--- config.mk ---
export PLATFORM = sky130hd
export DESIGN_NAME = chip_erase_seq
export DESIGN_NICKNAME = d
export VERILOG_FILES = /design/src/rtl/ces_pkg.sv /design/src/rtl/ces_timer.sv /design/src/rtl/ces_addr_walker.sv /design/src/rtl/ces_try_counter.sv /design/src/rtl/chip_erase_seq.sv
export SDC_FILE = /design/constraint.sdc
export NUM_CORES = 1
export LEC_CHECK = 0
export BUFFER_PORTS_ARGS = -buffer_cell sky130_fd_sc_hd__buf_2
export CAP_MARGIN = 20
export CORE_MARGIN = 8
export CORE_UTILIZATION = 52
export CTS_CLUSTER_SIZE = 30
export DETAILED_ROUTE_END_ITERATION = 16
export PLACE_DENSITY = 0.76
export SLEW_MARGIN = 25
export SYNTH_ARGS = -nofsm -noshare
export SYNTH_HDL_FRONTEND = slang
export SYNTH_SLANG_ARGS = --single-unit
--- constraint.sdc ---
create_clock -name clk -period 2.55 [get_ports clk]
set_input_delay 0.255 -clock clk [delete_from_list [all_inputs] [get_ports clk]]
set_output_delay 0.255 -clock clk [all_outputs]
set_load 0.005 [all_outputs]
--- src/rtl/ces_pkg.sv ---
// Shared types for the whole-array erase sequencer.
package ces_pkg;

    // Sequencer phases, in the order a normal run visits them.
    typedef enum logic [2:0] {
        S_IDLE      = 3'd0,
        S_PRG_PULSE = 3'd1,
        S_PRG_GAP   = 3'd2,
        S_ERASE     = 3'd3,
        S_SETTLE    = 3'd4,
        S_VERIFY    = 3'd5,
        S_DONE      = 3'd6
    } ces_state_e;

    // Drive levels for the memory control port in one phase.
    typedef struct packed {
        logic ce_n;
        logic oe_n;
        logic pgm_n;
        logic hv_addr;
        logic hv_supply;
    } ces_ctrl_t;

endpackage

--- src/rtl/ces_timer.sv ---
// Phase duration timer.
// A load writes the remaining count, and the timer then counts down to zero
// and stays there. zero is high in the final cycle of a phase that was
// loaded with (length - 1).
// Assumes: load has priority over counting.
module ces_timer #(
    parameter int TW = 8
) (
    input  logic          clk,
    input  logic          rst_n,
    input  logic          load,
    input  logic [TW-1:0] load_val,
    output logic          zero
);
    logic [TW-1:0] cnt_q;

    // Load or count down, saturating at zero.
    always_ff @(posedge clk) begin
        if (!rst_n) begin
            cnt_q <= '0;
        end else if (load) begin
            cnt_q <= load_val;
        end else if (cnt_q != '0) begin
            cnt_q <= cnt_q - 1'b1;
        end
    end

    assign zero = (cnt_q == '0);
endmodule

--- src/rtl/ces_addr_walker.sv ---
// Address walker for the program and verify passes.
// It steps through 0 .. 2**AW-1 and flags the final location.
// Assumes: the caller never increments past the last address.
module ces_addr_walker #(
    parameter int AW = 17
) (
    input  logic          clk,
    input  logic          rst_n,
    input  logic          clr,
    input  logic          inc,
    output logic [AW-1:0] addr,
    output logic          last
);
    localparam logic [AW-1:0] LAST_ADDR = {AW{1'b1}};

    logic [AW-1:0] addr_q;

    // Return to zero on clear, otherwise step by one on request.
    always_ff @(posedge clk) begin
        if (!rst_n || clr) begin
            addr_q <= '0;
        end else if (inc) begin
            addr_q <= addr_q + 1'b1;
        end
    end

    assign addr = addr_q;
    assign last = (addr_q == LAST_ADDR);
endmodule

--- src/rtl/ces_try_counter.sv ---
// Counts the erase pulses applied in the current run.
// at_limit rises once MAX_TRIES pulses have been issued.
// Assumes: inc is never asked for when at_limit is already high.
module ces_try_counter #(
    parameter int MAX_TRIES = 200,
    parameter int CW        = $clog2(MAX_TRIES + 1)
) (
    input  logic          clk,
    input  logic          rst_n,
    input  logic          clr,
    input  logic          inc,
    output logic [CW-1:0] count,
    output logic          at_limit
);
    localparam logic [CW-1:0] LIMIT = CW'(MAX_TRIES);

    logic [CW-1:0] cnt_q;

    // Clear at the start of a run, then count each erase pulse.
    always_ff @(posedge clk) begin
        if (!rst_n || clr) begin
            cnt_q <= '0;
        end else if (inc) begin
            cnt_q <= cnt_q + 1'b1;
        end
    end

    assign count    = cnt_q;
    assign at_limit = (cnt_q == LIMIT);
endmodule

--- src/rtl/chip_erase_seq.sv ---
// Whole-array erase sequencer.
// It programs every byte to zero, then alternates a chip erase pulse and
// a settle delay with a read-back of the whole array that expects all ones.
// The loop retries up to MAX_TRIES pulses.
// Assumes: mem_rdata is valid in the same cycle as mem_addr while the output
// is enabled, and the external supplies follow the high-voltage flags.
module chip_erase_seq
    import ces_pkg::*;
#(
    parameter int AW        = 17,
    parameter int DW        = 8,
    parameter int PROG_CYC  = 2500,
    parameter int ERASE_CYC = 50000000,
    parameter int SETUP_CYC = 50000000,
    parameter int MAX_TRIES = 200
) (
    input  logic          clk,
    input  logic          rst_n,
    input  logic          start,
    output logic [AW-1:0] mem_addr,
    output logic [DW-1:0] mem_wdata,
    input  logic [DW-1:0] mem_rdata,
    output logic          mem_ce_n,
    output logic          mem_oe_n,
    output logic          mem_pgm_n,
    output logic          hv_addr_en,
    output logic          hv_supply_en,
    output logic          done,
    output logic          pass,
    output logic          fail
);
    localparam int MAX_DUR = (ERASE_CYC > SETUP_CYC)
                           ? ((ERASE_CYC > PROG_CYC) ? ERASE_CYC : PROG_CYC)
                           : ((SETUP_CYC > PROG_CYC) ? SETUP_CYC : PROG_CYC);
    localparam int TW = $clog2(MAX_DUR + 1);
    localparam int CW = $clog2(MAX_TRIES + 1);
    localparam logic [TW-1:0] PROG_LD  = TW'(PROG_CYC - 1);
    localparam logic [TW-1:0] ERASE_LD = TW'(ERASE_CYC - 1);
    localparam logic [TW-1:0] SETUP_LD = TW'(SETUP_CYC - 1);

    ces_state_e    state_q, state_d;
    logic          tmr_load, tmr_zero;
    logic [TW-1:0] tmr_val;
    logic          addr_clr, addr_inc, addr_last;
    logic          try_clr, try_inc, try_at_limit;
    logic [CW-1:0] try_count;
    logic          set_pass, set_fail, clr_result;
    logic          pass_q, fail_q;
    logic          byte_erased;
    ces_ctrl_t     ctrl;
    logic [DW-1:0] bit_one;

    ces_timer #(.TW(TW)) u_timer (
        .clk      (clk),
        .rst_n    (rst_n),
        .load     (tmr_load),
        .load_val (tmr_val),
        .zero     (tmr_zero)
    );

    ces_addr_walker #(.AW(AW)) u_addr (
        .clk   (clk),
        .rst_n (rst_n),
        .clr   (addr_clr),
        .inc   (addr_inc),
        .addr  (mem_addr),
        .last  (addr_last)
    );

    ces_try_counter #(.MAX_TRIES(MAX_TRIES), .CW(CW)) u_tries (
        .clk      (clk),
        .rst_n    (rst_n),
        .clr      (try_clr),
        .inc      (try_inc),
        .count    (try_count),
        .at_limit (try_at_limit)
    );

    // Per-bit erased test on the read data, one lane per data bit.
    for (genvar b = 0; b < DW; b++) begin : g_lane
        assign bit_one[b] = mem_rdata[b];
    end
    assign byte_erased = &bit_one;

    // Phase register.
    always_ff @(posedge clk) begin
        if (!rst_n) begin
            state_q <= S_IDLE;
        end else begin
            state_q <= state_d;
        end
    end

    // Result levels: cleared by an accepted start, set when the run ends.
    always_ff @(posedge clk) begin
        if (!rst_n || clr_result) begin
            pass_q <= 1'b0;
            fail_q <= 1'b0;
        end else begin
            if (set_pass) pass_q <= 1'b1;
            if (set_fail) fail_q <= 1'b1;
        end
    end

    // Next phase and the strobes to the timer, walker and attempt counter.
    always_comb begin
        state_d    = state_q;
        tmr_load   = 1'b0;
        tmr_val    = PROG_LD;
        addr_clr   = 1'b0;
        addr_inc   = 1'b0;
        try_clr    = 1'b0;
        try_inc    = 1'b0;
        set_pass   = 1'b0;
        set_fail   = 1'b0;
        clr_result = 1'b0;
        unique case (state_q)
            S_IDLE: begin
                if (start) begin
                    state_d    = S_PRG_PULSE;
                    addr_clr   = 1'b1;
                    try_clr    = 1'b1;
                    clr_result = 1'b1;
                    tmr_load   = 1'b1;
                    tmr_val    = PROG_LD;
                end
            end
            S_PRG_PULSE: begin
                if (tmr_zero) state_d = S_PRG_GAP;
            end
            S_PRG_GAP: begin
                tmr_load = 1'b1;
                if (addr_last) begin
                    state_d = S_ERASE;
                    tmr_val = ERASE_LD;
                    try_inc = 1'b1;
                end else begin
                    state_d  = S_PRG_PULSE;
                    tmr_val  = PROG_LD;
                    addr_inc = 1'b1;
                end
            end
            S_ERASE: begin
                if (tmr_zero) begin
                    state_d  = S_SETTLE;
                    tmr_load = 1'b1;
                    tmr_val  = SETUP_LD;
                    addr_clr = 1'b1;
                end
            end
            S_SETTLE: begin
                if (tmr_zero) state_d = S_VERIFY;
            end
            S_VERIFY: begin
                if (!byte_erased) begin
                    if (try_at_limit) begin
                        state_d  = S_DONE;
                        set_fail = 1'b1;
                    end else begin
                        state_d  = S_ERASE;
                        tmr_load = 1'b1;
                        tmr_val  = ERASE_LD;
                        try_inc  = 1'b1;
                    end
                end else if (addr_last) begin
                    state_d  = S_DONE;
                    set_pass = 1'b1;
                end else begin
                    addr_inc = 1'b1;
                end
            end
            S_DONE: begin
                state_d = S_IDLE;
            end
            default: begin
                state_d = S_IDLE;
            end
        endcase
    end

    // Memory control levels for each phase.
    always_comb begin
        ctrl = '{ce_n: 1'b1, oe_n: 1'b1, pgm_n: 1'b1, hv_addr: 1'b0, hv_supply: 1'b0};
        unique case (state_q)
            S_PRG_PULSE: ctrl = '{ce_n: 1'b0, oe_n: 1'b1, pgm_n: 1'b0, hv_addr: 1'b0, hv_supply: 1'b1};
            S_PRG_GAP:   ctrl = '{ce_n: 1'b0, oe_n: 1'b1, pgm_n: 1'b1, hv_addr: 1'b0, hv_supply: 1'b1};
            S_ERASE:     ctrl = '{ce_n: 1'b0, oe_n: 1'b1, pgm_n: 1'b0, hv_addr: 1'b1, hv_supply: 1'b1};
            S_SETTLE:    ctrl = '{ce_n: 1'b0, oe_n: 1'b1, pgm_n: 1'b1, hv_addr: 1'b0, hv_supply: 1'b1};
            S_VERIFY:    ctrl = '{ce_n: 1'b0, oe_n: 1'b0, pgm_n: 1'b1, hv_addr: 1'b0, hv_supply: 1'b1};
            default:     ctrl = '{ce_n: 1'b1, oe_n: 1'b1, pgm_n: 1'b1, hv_addr: 1'b0, hv_supply: 1'b0};
        endcase
    end

    assign mem_ce_n     = ctrl.ce_n;
    assign mem_oe_n     = ctrl.oe_n;
    assign mem_pgm_n    = ctrl.pgm_n;
    assign hv_addr_en   = ctrl.hv_addr;
    assign hv_supply_en = ctrl.hv_supply;
    assign mem_wdata    = (state_q == S_PRG_PULSE) ? '0 : '1;
    assign done         = (state_q == S_DONE);
    assign pass         = pass_q;
    assign fail         = fail_q;

    // The attempt count is consumed only through at_limit.
    logic unused_ok;
    assign unused_ok = ^try_count;
endmodule

==> results of run 1 <==
[per-stage QoR]
stage | hold slack, ns | total power (uW)
floorplan | 0.3726 | 2306
global placement | 0.4611 | 2571
detailed placement | 0.4602 | 2607
CTS | 0.2499 | 3209
global route | 0.2568 | 3437
finish | 0.2612 | 3235
[final timing paths]
check | start | to | cells after the start
worst min register to register | pass$_SDFFE_PP0P_ | pass$_SDFFE_PP0P_ | 2
worst min-delay path | rst_n | u_timer.cnt_q[6]$_SDFFE_PN0P_ | 2
worst max register to register | u_timer.cnt_q[0]$_SDFFE_PN0P_ | u_timer.cnt_q[20]$_SDFFE_PN0P_ | 7
worst max-delay path | u_timer.cnt_q[0]$_SDFFE_PN0P_ | u_timer.cnt_q[20]$_SDFFE_PN0P_ | 7
[critical path: stages (launching register included)]
cell and delay [ns]:
dfxtp_1 0.34, inv_1 0.10, ha_2 0.21, or4b_4 0.49, or4_4 0.62, o31a_1 0.26, o211ai_1 0.18, a21oi_1 0.09
[flip-flops by register name (all words and copies together), names as in the netlist]
register and count:
u_addr.addr 17, state_q 3, u_timer.cnt_q 26, pass 1
fail 1, u_tries.count 8
[Yosys cell counts (2+ instances only)]
cell,number
nand2_1,20
buf_2,4
or2_2,6
nor4b_1,3
o21a_1,3
a31oi_1,7
or3_1,5
buf_4,9
nand3_1,17
clkbuf_1,12
dfxtp_1,56
or4_4,4
xor2_1,4
and3_1,7
o211ai_1,9
a21oi_2,2
nor4_1,21
or4_1,6
ha_1,5
xnor2_1,21
inv_1,13
nand4_1,16
nor3_1,4
mux2i_1,3
a31o_2,2
o21ai_0,11
and4_1,2
o31ai_1,4
a21oi_1,28
o31a_1,9
and2_1,2
nor2_1,33
[routing by layer]
layer / up-vias / track usage
met5: - / 0
li1: 1454 / -
met1: 1380 / 0.2103
met4: 0 / 0.04832
met3: 7 / 0.03398
met2: 98 / 0.2822
[cell families (layout without fill, tap and decap cells)]
logic type	Yosys count	in the layout
flops	56	56
simple gates	155	155
compound gates	84	84
fa+ha+maj	5	5
mux	3	3
xor+xnor	25	25
buf+inv	40	86
[cell usage in the layout (no fill, tap or decap), drive strengths merged, types with 4 or more instances in the layout]
cell,n
buf,65
xnor2,21
dfxtp,56
o31a,9
or2,6
o211ai,9
nand3,18
nor4,22
inv,13
o21ai,12
nor3,5
nor2,33
clkbuf,5
a21oi,30
a31oi,7
or3,5
ha,5
or4,10
nand4,16
o31ai,5
xor2,4
and3,7
nand2,20
[what timing repair did]
action                                 CTS  global route
setup endpoints to repair                0            39
setup buffers                            0             1
endpoints found under the hold margin    0             0
hold buffers                             0             0
gates resized for setup                  0             6
[where the power goes]
group          total, uW  switching [uW]  internal [uW]
clock                591             300            291
sequential          1170             155           1020
combinational       1470             821            652
total               3240            1280           1960
[layout make-up]
class | instances | area, um2 | share of cell area
Clock inverter | 3 | 42.54 | 0.01198
Sequential cell | 56 | 1121 | 0.3157
Multi-Input combinational cell | 272 | 1783 | 0.5021
Inverter | 13 | 48.80 | 0.01374
Tap cell | 75 | 93.84 | 0.02643
Clock buffer | 5 | 68.82 | 0.01938
Timing Repair Buffer | 65 | 392.9 | 0.1106
==> summary.md, run 1 <==
| Metric | Value |
|---|---|
| Final Skew | `0.007926 ns` |
| Cell Rows | `28` |
| Fin crit share | `0.9541` |
| CTS sink count | `56` |
| Core Region | `0.005816 mm2` |
| Setup repair after global routing missed its margin | `false` |
| Slew Limit Fails | `0` |
| Seq cells post-synth | `56` |
| Global-route wire length before repair | `12.19 mm` |
| Die height | `92.97 um` |
| Compound-Gate Fraction of Synth Area | `0.1844` |
| Vias | `2939` |
| Main flop type after synthesis | `dfxtp_1` |
| Routed Antenna Nets | `0` |
| Fillers | `525` |
| Final core occ | `0.6106` |
| Initial Util | `0.5297` |
| Layout Cell Area excl Fill | `0.003551 mm2` |
| Number of global-route vias before repair | `2665` |
| Reg clk slew, reported paths | `0.10 ns` |
| Total global routing track utilization | `0.1677` |
| Sequential fraction of the synthesis area | `0.3639` |
| CP arrival | `2.60 ns` |
| IO buf count | `43` |
| Synth Warn # | `0` |
| Share of post-route cells with drive strength above 1 | `0.2391` |
| Setup violators final | `0` |
| DP Wirelength | `5.337 mm` |
| Vias per cell | `6.010` |
| Root Driver | `clkbuf_8` |
| CTS max path bufs | `2` |
| Total global routing overflow | `0` |
| Drt wl/cell | `15.35 um` |
| Top sig layer | `met4` |
| Final Non-Filler Cells | `489` |
| Synth top area share | `0.3639` |
| Worst-skew pair later-pin latency | `0.31 ns` |
| FF-to-FF setup slack | `0.12 ns` |
| Yosys cell types | `52` |
| Setup TNS | `0 ns` |
| Peak supply drop | `521.3 uV` |
| TritonRoute pass-1 iters | `4` |
| Synthesized cell area | `0.003080 mm2` |
| Fin worst setup slack | `0.1171 ns` |
| P&R area growth vs syn | `15.27%` |
| I/O pin total | `44` |
| Post-Route WL | `7.506 mm` |
| Top cells by area, synth | `dfxtp_1 36%, xnor2_1 6.0%, a21oi_1 4.5%, nor4_1 4.3%, nor2_1 4.0%` |
| Slew margin rel. | `0.5103` |
| DR iter-0 viols | `189` |
| Synth Instances | `368` |
| WP data required | `2.72 ns` |
| Max Clk Rate | `411.0 MHz` |
| Cell accounting for the most synthesized area | `dfxtp_1` |
| Area post-placement | `0.003412 mm2` |
| Largest family of logic cells by synthesized area | `simple AND/OR/NAND/NOR gates` |
| Critical path peak fanout | `8` |
| Die area | `0.008642 mm2` |
| Initial antenna violation count | `0` |
| Nets | `429` |
| GP Congestion | `0.8397` |
| Placement Setup Slack | `0.1507 ns` |
| Leak | `0.001365 uW` |
| TritonCTS buffer count | `5` |
| WL met2 | `3.570 mm` |
| Power density over the cells | `911.1 mW/mm2` |
| Crit end category | `flip-flop` |
| Die Width | `92.97 um` |
| Hold crit path type | `primary input to flip-flop` |
| DRT met1 WL | `3.411 mm` |
| Area share of xor/xnor cells in the synthesized design | `0.07108` |
| Largest net degree at the start of global routing | `22` |
| CTS tree | `done` |
| Syn avg cell area | `8.371 um2` |
| Met3 Wirelength | `457 um` |
| Post-route DRC | `0` |
| Diodes inserted | `0` |
| Synth Area in Simple Gates | `0.2868` |
| Least-Margin Pin Slew | `0.7346 ns` |
| Fraction of registers with async set/reset | `0` |
| Crit path launch type | `flip-flop` |
| Max-Cap Viols | `0` |
| CP Class | `flip-flop to flip-flop` |
| H-tree depth | `2` |
| Final hold viol count | `0` |
| Status | `completed` |
| Cell count after placement | `480` |
| Post-synth EDFFs | `0` |
| Syn nets | `384` |
| Post-Synth Adder-Cell Area | `0.02031` |
| Fin crit period | `2.433 ns` |
| Post-synthesis mux area share | `0.009748` |
No activity file was read; power rests on OpenSTA's default activity.
==> run 2, diff against run 1 <==
--- a/config.mk
+++ b/config.mk
@@ -8,10 +8,11 @@
 export BUFFER_PORTS_ARGS = -buffer_cell sky130_fd_sc_hd__buf_2
 export CAP_MARGIN = 20
 export CORE_MARGIN = 8
-export CORE_UTILIZATION = 52
+export CORE_UTILIZATION = 55
 export CTS_CLUSTER_SIZE = 30
 export DETAILED_ROUTE_END_ITERATION = 16
-export PLACE_DENSITY = 0.76
+export GPL_TIMING_DRIVEN = 0
+export PLACE_DENSITY = 0.77
 export SLEW_MARGIN = 25
 export SYNTH_ARGS = -nofsm -noshare
 export SYNTH_HDL_FRONTEND = slang
==> constraint.sdc (replaced) <==
create_clock -name clk -period 2.8 [get_ports clk]
set_input_delay 0.28 -clock clk [delete_from_list [all_inputs] [get_ports clk]]
set_output_delay 0.28 -clock clk [all_outputs]
set_load 0.005 [all_outputs]
==> run 2 against run 1 <==
  * Total power shrank 8.9%
  * Via count fell by 0.41%
  * Combinational power decreased by 7%
  * Cell count increased by 1.2%
  * First-iteration DRC count fell by 20%
  * Worst hold slack better by 0.0039 ns
  * Critical endpoint is now u_timer.cnt_q[15]$_SDFFE_PN0P_
  * Largest cell class unchanged
  * Non-clock buffer count rose by 9
  * Fmax fell by 7.2%
  * Setup slack improved by 0.060 ns
  * Clock power is 9.1% lower
==> summary.md, run 2 (synthesis gave the netlist of run 1 again) <==
| Metric | Value |
|---|---|
| Status | `completed` |
| Die Width | `90.84 um (-2.3%)` |
| Fin crit period | `2.623 ns (+0.1901 ns)` |
| Peak supply drop | `401.0 uV (-23%)` |
| Area post-placement | `0.003386 mm2 (-0.77%)` |
| Leak | `0.001364 uW (-0.13%)` |
| CP Class | `flip-flop to flip-flop` |
| I/O pin total | `44 (unchanged)` |
| CTS max path bufs | `2 (unchanged)` |
| Core Region | `0.005473 mm2 (-5.9%)` |
| Global-route wire length before repair | `12.90 mm (+5.9%)` |
| GP Congestion | `0.8254 (-1.7%)` |
| CTS sink count | `56 (unchanged)` |
| CTS tree | `done` |
| Max-Cap Viols | `0 (unchanged)` |
| Top sig layer | `met4` |
| CP arrival | `2.81 ns (+0.21 ns)` |
| TritonRoute pass-1 iters | `4 (unchanged)` |
| Met3 Wirelength | `368 um (-19%)` |
| Vias per cell | `5.913 (-1.6%)` |
| Die area | `0.008252 mm2 (-4.5%)` |
| Critical path peak fanout | `10 (+2)` |
| Reg clk slew, reported paths | `0.11 ns (about the same)` |
| Final hold viol count | `0 (unchanged)` |
| IO buf count | `43 (unchanged)` |
| Slowest stage cell, crit path | `or4b_1` |
| Least-Margin Pin Slew | `0.6497 ns (-0.08489 ns)` |
| Hold_ws | `0.2651 ns (+0.003888 ns)` |
| Crit-path leading delay family | `simple AND/OR/NAND/NOR gates` |
| Cell Rows | `27 (-3.6%)` |
| Die height | `90.84 um (-2.3%)` |
| Fin crit share | `0.9368 (-0.01728)` |
| Top reg by flops | `u_timer.cnt_q` |
| Initial antenna violation count | `0 (unchanged)` |
| Setup violators final | `0 (unchanged)` |
| Routed Antenna Nets | `0 (unchanged)` |
| Diodes inserted | `0 (unchanged)` |
| H-tree depth | `2 (unchanged)` |
| Most frequent cells in the layout | `55 x dfxtp_1, 47 x buf_2, 33 x nor2_1` |
| DR iter-0 viols | `152 (-20%)` |
| Layout Cell Area excl Fill | `0.003558 mm2 (+0.21%)` |
| DP Wirelength | `5.497 mm (+3.0%)` |
| Root Driver | `clkbuf_8` |
| CP Buf/Inv Count | `3 (+2)` |
| Vias | `2927 (-0.41%)` |
| Crit path launch type | `flip-flop` |
| Post-Route WL | `7.640 mm (+1.8%)` |
| TritonCTS buffer count | `5 (unchanged)` |
| Max FFs per register | `26 (unchanged)` |
| Slew margin rel. | `0.5633 (+0.05299)` |
| Post-route DRC | `0 (unchanged)` |
| Worst-skew pair later-pin latency | `0.31 ns (about the same)` |
| DRT met1 WL | `3.532 mm (+3.5%)` |
| Power density over the cells | `828.6 mW/mm2 (-9.1%)` |
| Largest net degree at the start of global routing | `18 (-18%)` |
| WL met2 | `3.697 mm (+3.6%)` |
| Crit end category | `flip-flop` |
| Total global routing overflow | `0 (unchanged)` |
| Number of global-route vias before repair | `2822 (+5.9%)` |
| P&R area growth vs syn | `15.52%` |
| Commonest non-fill, non-tap cell in the layout | `dfxtp_1` |
| WP data required | `2.98 ns (+0.26 ns)` |
| Largest stage delay on the critical path | `0.43 ns (-0.19 ns)` |
| Share of post-route cells with drive strength above 1 | `0.2293 (-0.009816)` |
| Hold crit path type | `primary input to flip-flop` |
| Drt wl/cell | `15.43 um (+0.55%)` |
| Total global routing track utilization | `0.1799 (+0.01221)` |
| Max Clk Rate | `381.2 MHz (-7.2%)` |
| Critical-path cell list | `inv_1 -> ha_1 -> or4b_1 -> buf_2 -> nor3_4 -> nand3_2 -> o31ai_4 -> buf_4 -> a21oi_1` |
| Cts-stage hold buffer count | `0 (unchanged)` |
| Slew Limit Fails | `0 (unchanged)` |
| Initial Util | `0.5629 (+0.03318)` |
| Final Skew | `0.01867 ns (+0.01074 ns)` |
| Nets | `438 (+2.1%)` |
-- run 2: changes by cell type in the layout (fill, tap and decap cells not counted), sizes merged --
cell	change
clkbuf	+11
buf	-2
-- run 2: repair_timing --
| action | 4_1_cts | 5_1_grt |
|---|---|---|
| buffers inserted | 0 | 6 |
| pin swaps | 0 | 2 |
| cloned | 0 | 0 |
| setup endpoints to repair | 23 | 33 |
| resized for setup | 2 | 5 |
-- run 2: layout make-up --
type | count | area (um2)
inverters | 13 | 48.80
plain buffers | 25 | 141.4
well taps | 72 | 90.09
flip-flops and latches | 56 | 1122
repair buffers | 49 | 260.3
clock inverters | 3 | 42.54
clock buffers | 5 | 68.82
multi-input cells | 272 | 1784
fillers | 505 | 1914
-- run 2: final timing paths --
check	startpoint	to	slack, ns	cells past startpoint
worst min-delay path	rst_n	u_timer.cnt_q[1]$_SDFFE_PN0P_	0.27	2
worst min register to register	u_tries.count[1]$_SDFFE_PP0P_	u_tries.count[1]$_SDFFE_PP0P_	0.48	2
worst max-delay path	u_timer.cnt_q[0]$_SDFFE_PN0P_	u_timer.cnt_q[15]$_SDFFE_PN0P_	0.18	9
worst max register to register	u_timer.cnt_q[0]$_SDFFE_PN0P_	u_timer.cnt_q[15]$_SDFFE_PN0P_	0.18	9
-- run 2: through the flow --
stage	setup slack (ns)	util	setup TNS [ns]	power [uW]	instances
2_1_floorplan	0.2454	-	0	2100	368
6_report	0.1770	0.6502	0	2949	495
5_1_grt	-0.03259	0.6502	-0.03259	3150	495
4_1_cts	0.001694	0.6395	0	2912	490
3_5_place_dp	-0.2169	0.6187	-2.443	2376	483
3_3_place_gp	-0.1853	0.6187	-2.036	2344	483
-- run 2: per-layer routing --
metal | track usage | vias to the layer above
li1 | - | 1467
met1 | 0.2299 | 1380
met2 | 0.2990 | 74
met3 | 0.02993 | 6
met4 | 0.05730 | 0
met5 | 0 | -
-- run 2: power by group --
group,internal (uW),switching [uW]
registers,924,131
clock network,265,272
logic,586,771
==> run 3, diff against run 2 <==
--- a/config.mk
+++ b/config.mk
@@ -7,12 +7,15 @@
 export LEC_CHECK = 0
 export BUFFER_PORTS_ARGS = -buffer_cell sky130_fd_sc_hd__buf_2
 export CAP_MARGIN = 20
+export CELL_PAD_IN_SITES_DETAIL_PLACEMENT = 2
+export CELL_PAD_IN_SITES_GLOBAL_PLACEMENT = 2
 export CORE_MARGIN = 8
-export CORE_UTILIZATION = 55
+export CORE_UTILIZATION = 37
 export CTS_CLUSTER_SIZE = 30
 export DETAILED_ROUTE_END_ITERATION = 16
+export GPL_ROUTABILITY_DRIVEN = 0
 export GPL_TIMING_DRIVEN = 0
-export PLACE_DENSITY = 0.77
+export PLACE_DENSITY_LB_ADDON = 0.1
 export SLEW_MARGIN = 25
 export SYNTH_ARGS = -nofsm -noshare
 export SYNTH_HDL_FRONTEND = slang
==> run 3 against run 2 <==
  * Clock power fell by 9.5%
  * Combinational power increased by 4%
  * Fmax fell by 1.9%
  * Design area up 0.98%
  * Clock-buffer cell count rose by 1
  * Global-route usage down 0.15 points
  * Die area grew 39%
  * Cell count increased by 6.7%
  * Utilization down 21 points
  * Critical path type unchanged
  * Largest cell class unchanged
==> summary.md, run 3 (synthesis gave the netlist of run 1 again) <==
| Metric | Value |
|---|---|
| CP Buf/Inv Count | `4 (+1)` |
| Area post-placement | `0.003427 mm2 (+1.2%)` |
| TritonRoute pass-1 iters | `4 (unchanged)` |
| Total global routing track utilization | `0.1784 (-0.001530)` |
| Share of post-route cells with drive strength above 1 | `0.2340 (+0.004728)` |
| Cts-stage hold buffer count | `0 (unchanged)` |
| Largest net degree at the start of global routing | `17 (-1)` |
| Crit end category | `flip-flop` |
| Status | `completed` |
| Vias | `3073 (+5.0%)` |
| Final core occ | `0.4418 (-0.2084)` |
| Drt wl/cell | `19.52 um (+26%)` |
| Slowest stage cell, crit path | `or4b_1` |
| Root Driver | `clkbuf_8` |
| Setup violators final | `0 (unchanged)` |
| Top reg by flops | `u_timer.cnt_q` |
| Peak supply drop | `523.5 uV (+31%)` |
| Die Width | `107.2 um (+18%)` |
| Least-Margin Pin Slew | `0.7554 ns (+0.1057 ns)` |
| Die area | `0.01150 mm2 (+39%)` |
| Nets | `438 (unchanged)` |
| WP data required | `3.00 ns (+0.02 ns)` |
| I/O pin total | `44 (unchanged)` |
| Layout Cell Area excl Fill | `0.003593 mm2 (+0.98%)` |
| Slew margin rel. | `0.4940 (-0.06924)` |
| Critical path peak fanout | `10 (unchanged)` |
| Max Clk Rate | `374.1 MHz (-1.9%)` |
| Total global routing overflow | `0 (unchanged)` |
| Number of global-route vias before repair | `3245 (+15%)` |
| Largest stage delay on the critical path | `0.44 ns (about the same)` |
| Total power | `2972 uW (+0.78%)` |
| CTS sink count | `56 (unchanged)` |
| Power density over the cells | `827.0 mW/mm2 (-0.20%)` |
| Leak | `0.001362 uW (-0.11%)` |
| Reg clk slew, reported paths | `0.11 ns (about the same)` |
| Commonest non-fill, non-tap cell in the layout | `dfxtp_1` |
| Max-Cap Viols | `0 (unchanged)` |
| Core Region | `0.008134 mm2 (+49%)` |
| Slew Limit Fails | `0 (unchanged)` |
| IO buf count | `43 (unchanged)` |
| Diodes inserted | `0 (unchanged)` |
| Crit path top cell by count | `buf_4` |
| P&R area growth vs syn | `16.65%` |
| Global-route wire length before repair | `16.70 mm (+29%)` |
| Cell Rows | `33 (+22%)` |
| Worst-skew pair later-pin latency | `0.31 ns (about the same)` |
| Post-route DRC | `0 (unchanged)` |
| Die height | `107.2 um (+18%)` |
| Most frequent cells in the layout | `56 x dfxtp_1, 47 x buf_2, 33 x nor2_1` |
| CP Class | `flip-flop to flip-flop` |
| CTS tree | `done` |
| Max FFs per register | `26 (unchanged)` |
| Hold_ws | `0.2673 ns (+0.002115 ns)` |
| H-tree depth | `2 (unchanged)` |
| Final hold viol count | `0 (unchanged)` |
| DP Wirelength | `7.401 mm (+35%)` |
| Initial antenna violation count | `0 (unchanged)` |
| Crit-path leading delay family | `simple AND/OR/NAND/NOR gates` |
| DR iter-0 viols | `49 (-68%)` |
| Routed Antenna Nets | `0 (unchanged)` |
| Vias per cell | `5.820 (-1.6%)` |
| Post-Route WL | `10.30 mm (+35%)` |
| Initial Util | `0.3787 (-0.1842)` |
| TritonCTS buffer count | `5 (unchanged)` |
| Fin crit share | `0.9546 (+0.01780)` |
| CTS max path bufs | `2 (unchanged)` |
| Fin crit period | `2.673 ns (+0.04984 ns)` |
| Hold crit path type | `primary input to flip-flop` |
| Critical-path cell list | `inv_1 -> ha_1 -> or4b_1 -> buf_2 -> nor3_4 -> nand3_2 -> o31ai_4 -> buf_4 -> buf_4 -> a21oi_1` |
| Crit path launch type | `flip-flop` |
| Final Skew | `0.005047 ns (-0.01362 ns)` |
| CP arrival | `2.87 ns (+0.06 ns)` |
run 3: cell types whose count changed in the layout (fill, tap and decap cells not counted), sizes merged:
cell and change:
clkinv +1, buf +1, bufinv -1, clkinvlp -1
run 3: path summary, 6_finish.rpt:
check / from / to / slack, ns / cells after the start
worst min register to register: u_tries.count[1]$_SDFFE_PP0P_ / u_tries.count[1]$_SDFFE_PP0P_ / 0.49 / 2
worst min-delay path: rst_n / u_timer.cnt_q[6]$_SDFFE_PN0P_ / 0.27 / 2
worst max register to register: u_timer.cnt_q[0]$_SDFFE_PN0P_ / u_timer.cnt_q[15]$_SDFFE_PN0P_ / 0.13 / 10
worst max-delay path: u_timer.cnt_q[0]$_SDFFE_PN0P_ / u_timer.cnt_q[15]$_SDFFE_PN0P_ / 0.13 / 10
run 3: through the flow:
stage	std cells	worst slack, ns	TNS (ns)
after floorplan	368	0.2454	0
after global placement	516	-0.3521	-5.620
after detailed placement	516	-0.4569	-9.466
after CTS	523	0.04257	0
after global routing	528	-0.01697	-0.06614
final	528	0.1271	0
run 3: per-layer routing:
metal / global-route usage / share of wire / up-vias / routed length (um)
li1: - / - / 1466 / -
met1: 0.2204 / 0.45 / 1551 / 4621
met2: 0.3080 / 0.51 / 42 / 5242
met3: 0.02699 / 0.025 / 14 / 255
met4: 0.05829 / 0.018 / 0 / 185
met5: 0 / 0 / - / 0
run 3: cell type report:
| cell class | instances | area (um2) |
|---|---|---|
| tap | 105 | 131.4 |
| buffer | 25 | 142.6 |
| clock inverter | 2 | 10.01 |
| multi-input combinational | 272 | 1797 |
| fill | 946 | 4541 |
| sequential | 56 | 1121 |
| timing repair buffer | 49 | 260.3 |
| clock buffer | 6 | 82.58 |
| inverter | 13 | 48.80 |
run 3: report_power, final:
part	internal, uW	switching [uW]	total [uW]	leakage [uW]
clock	199	287	486	0.0000510
combinational	596	828	1420	0.000857
sequential	924	138	1060	0.000455
run 3: timing repair:
| action | CTS | global route |
|---|---|---|
| gates resized for setup | 6 | 6 |
| pin swaps | 2 | 2 |
| hold endpoints to repair | 0 | 0 |
| setup buffers | 1 | 5 |
| endpoints found under the setup margin | 43 | 32 |
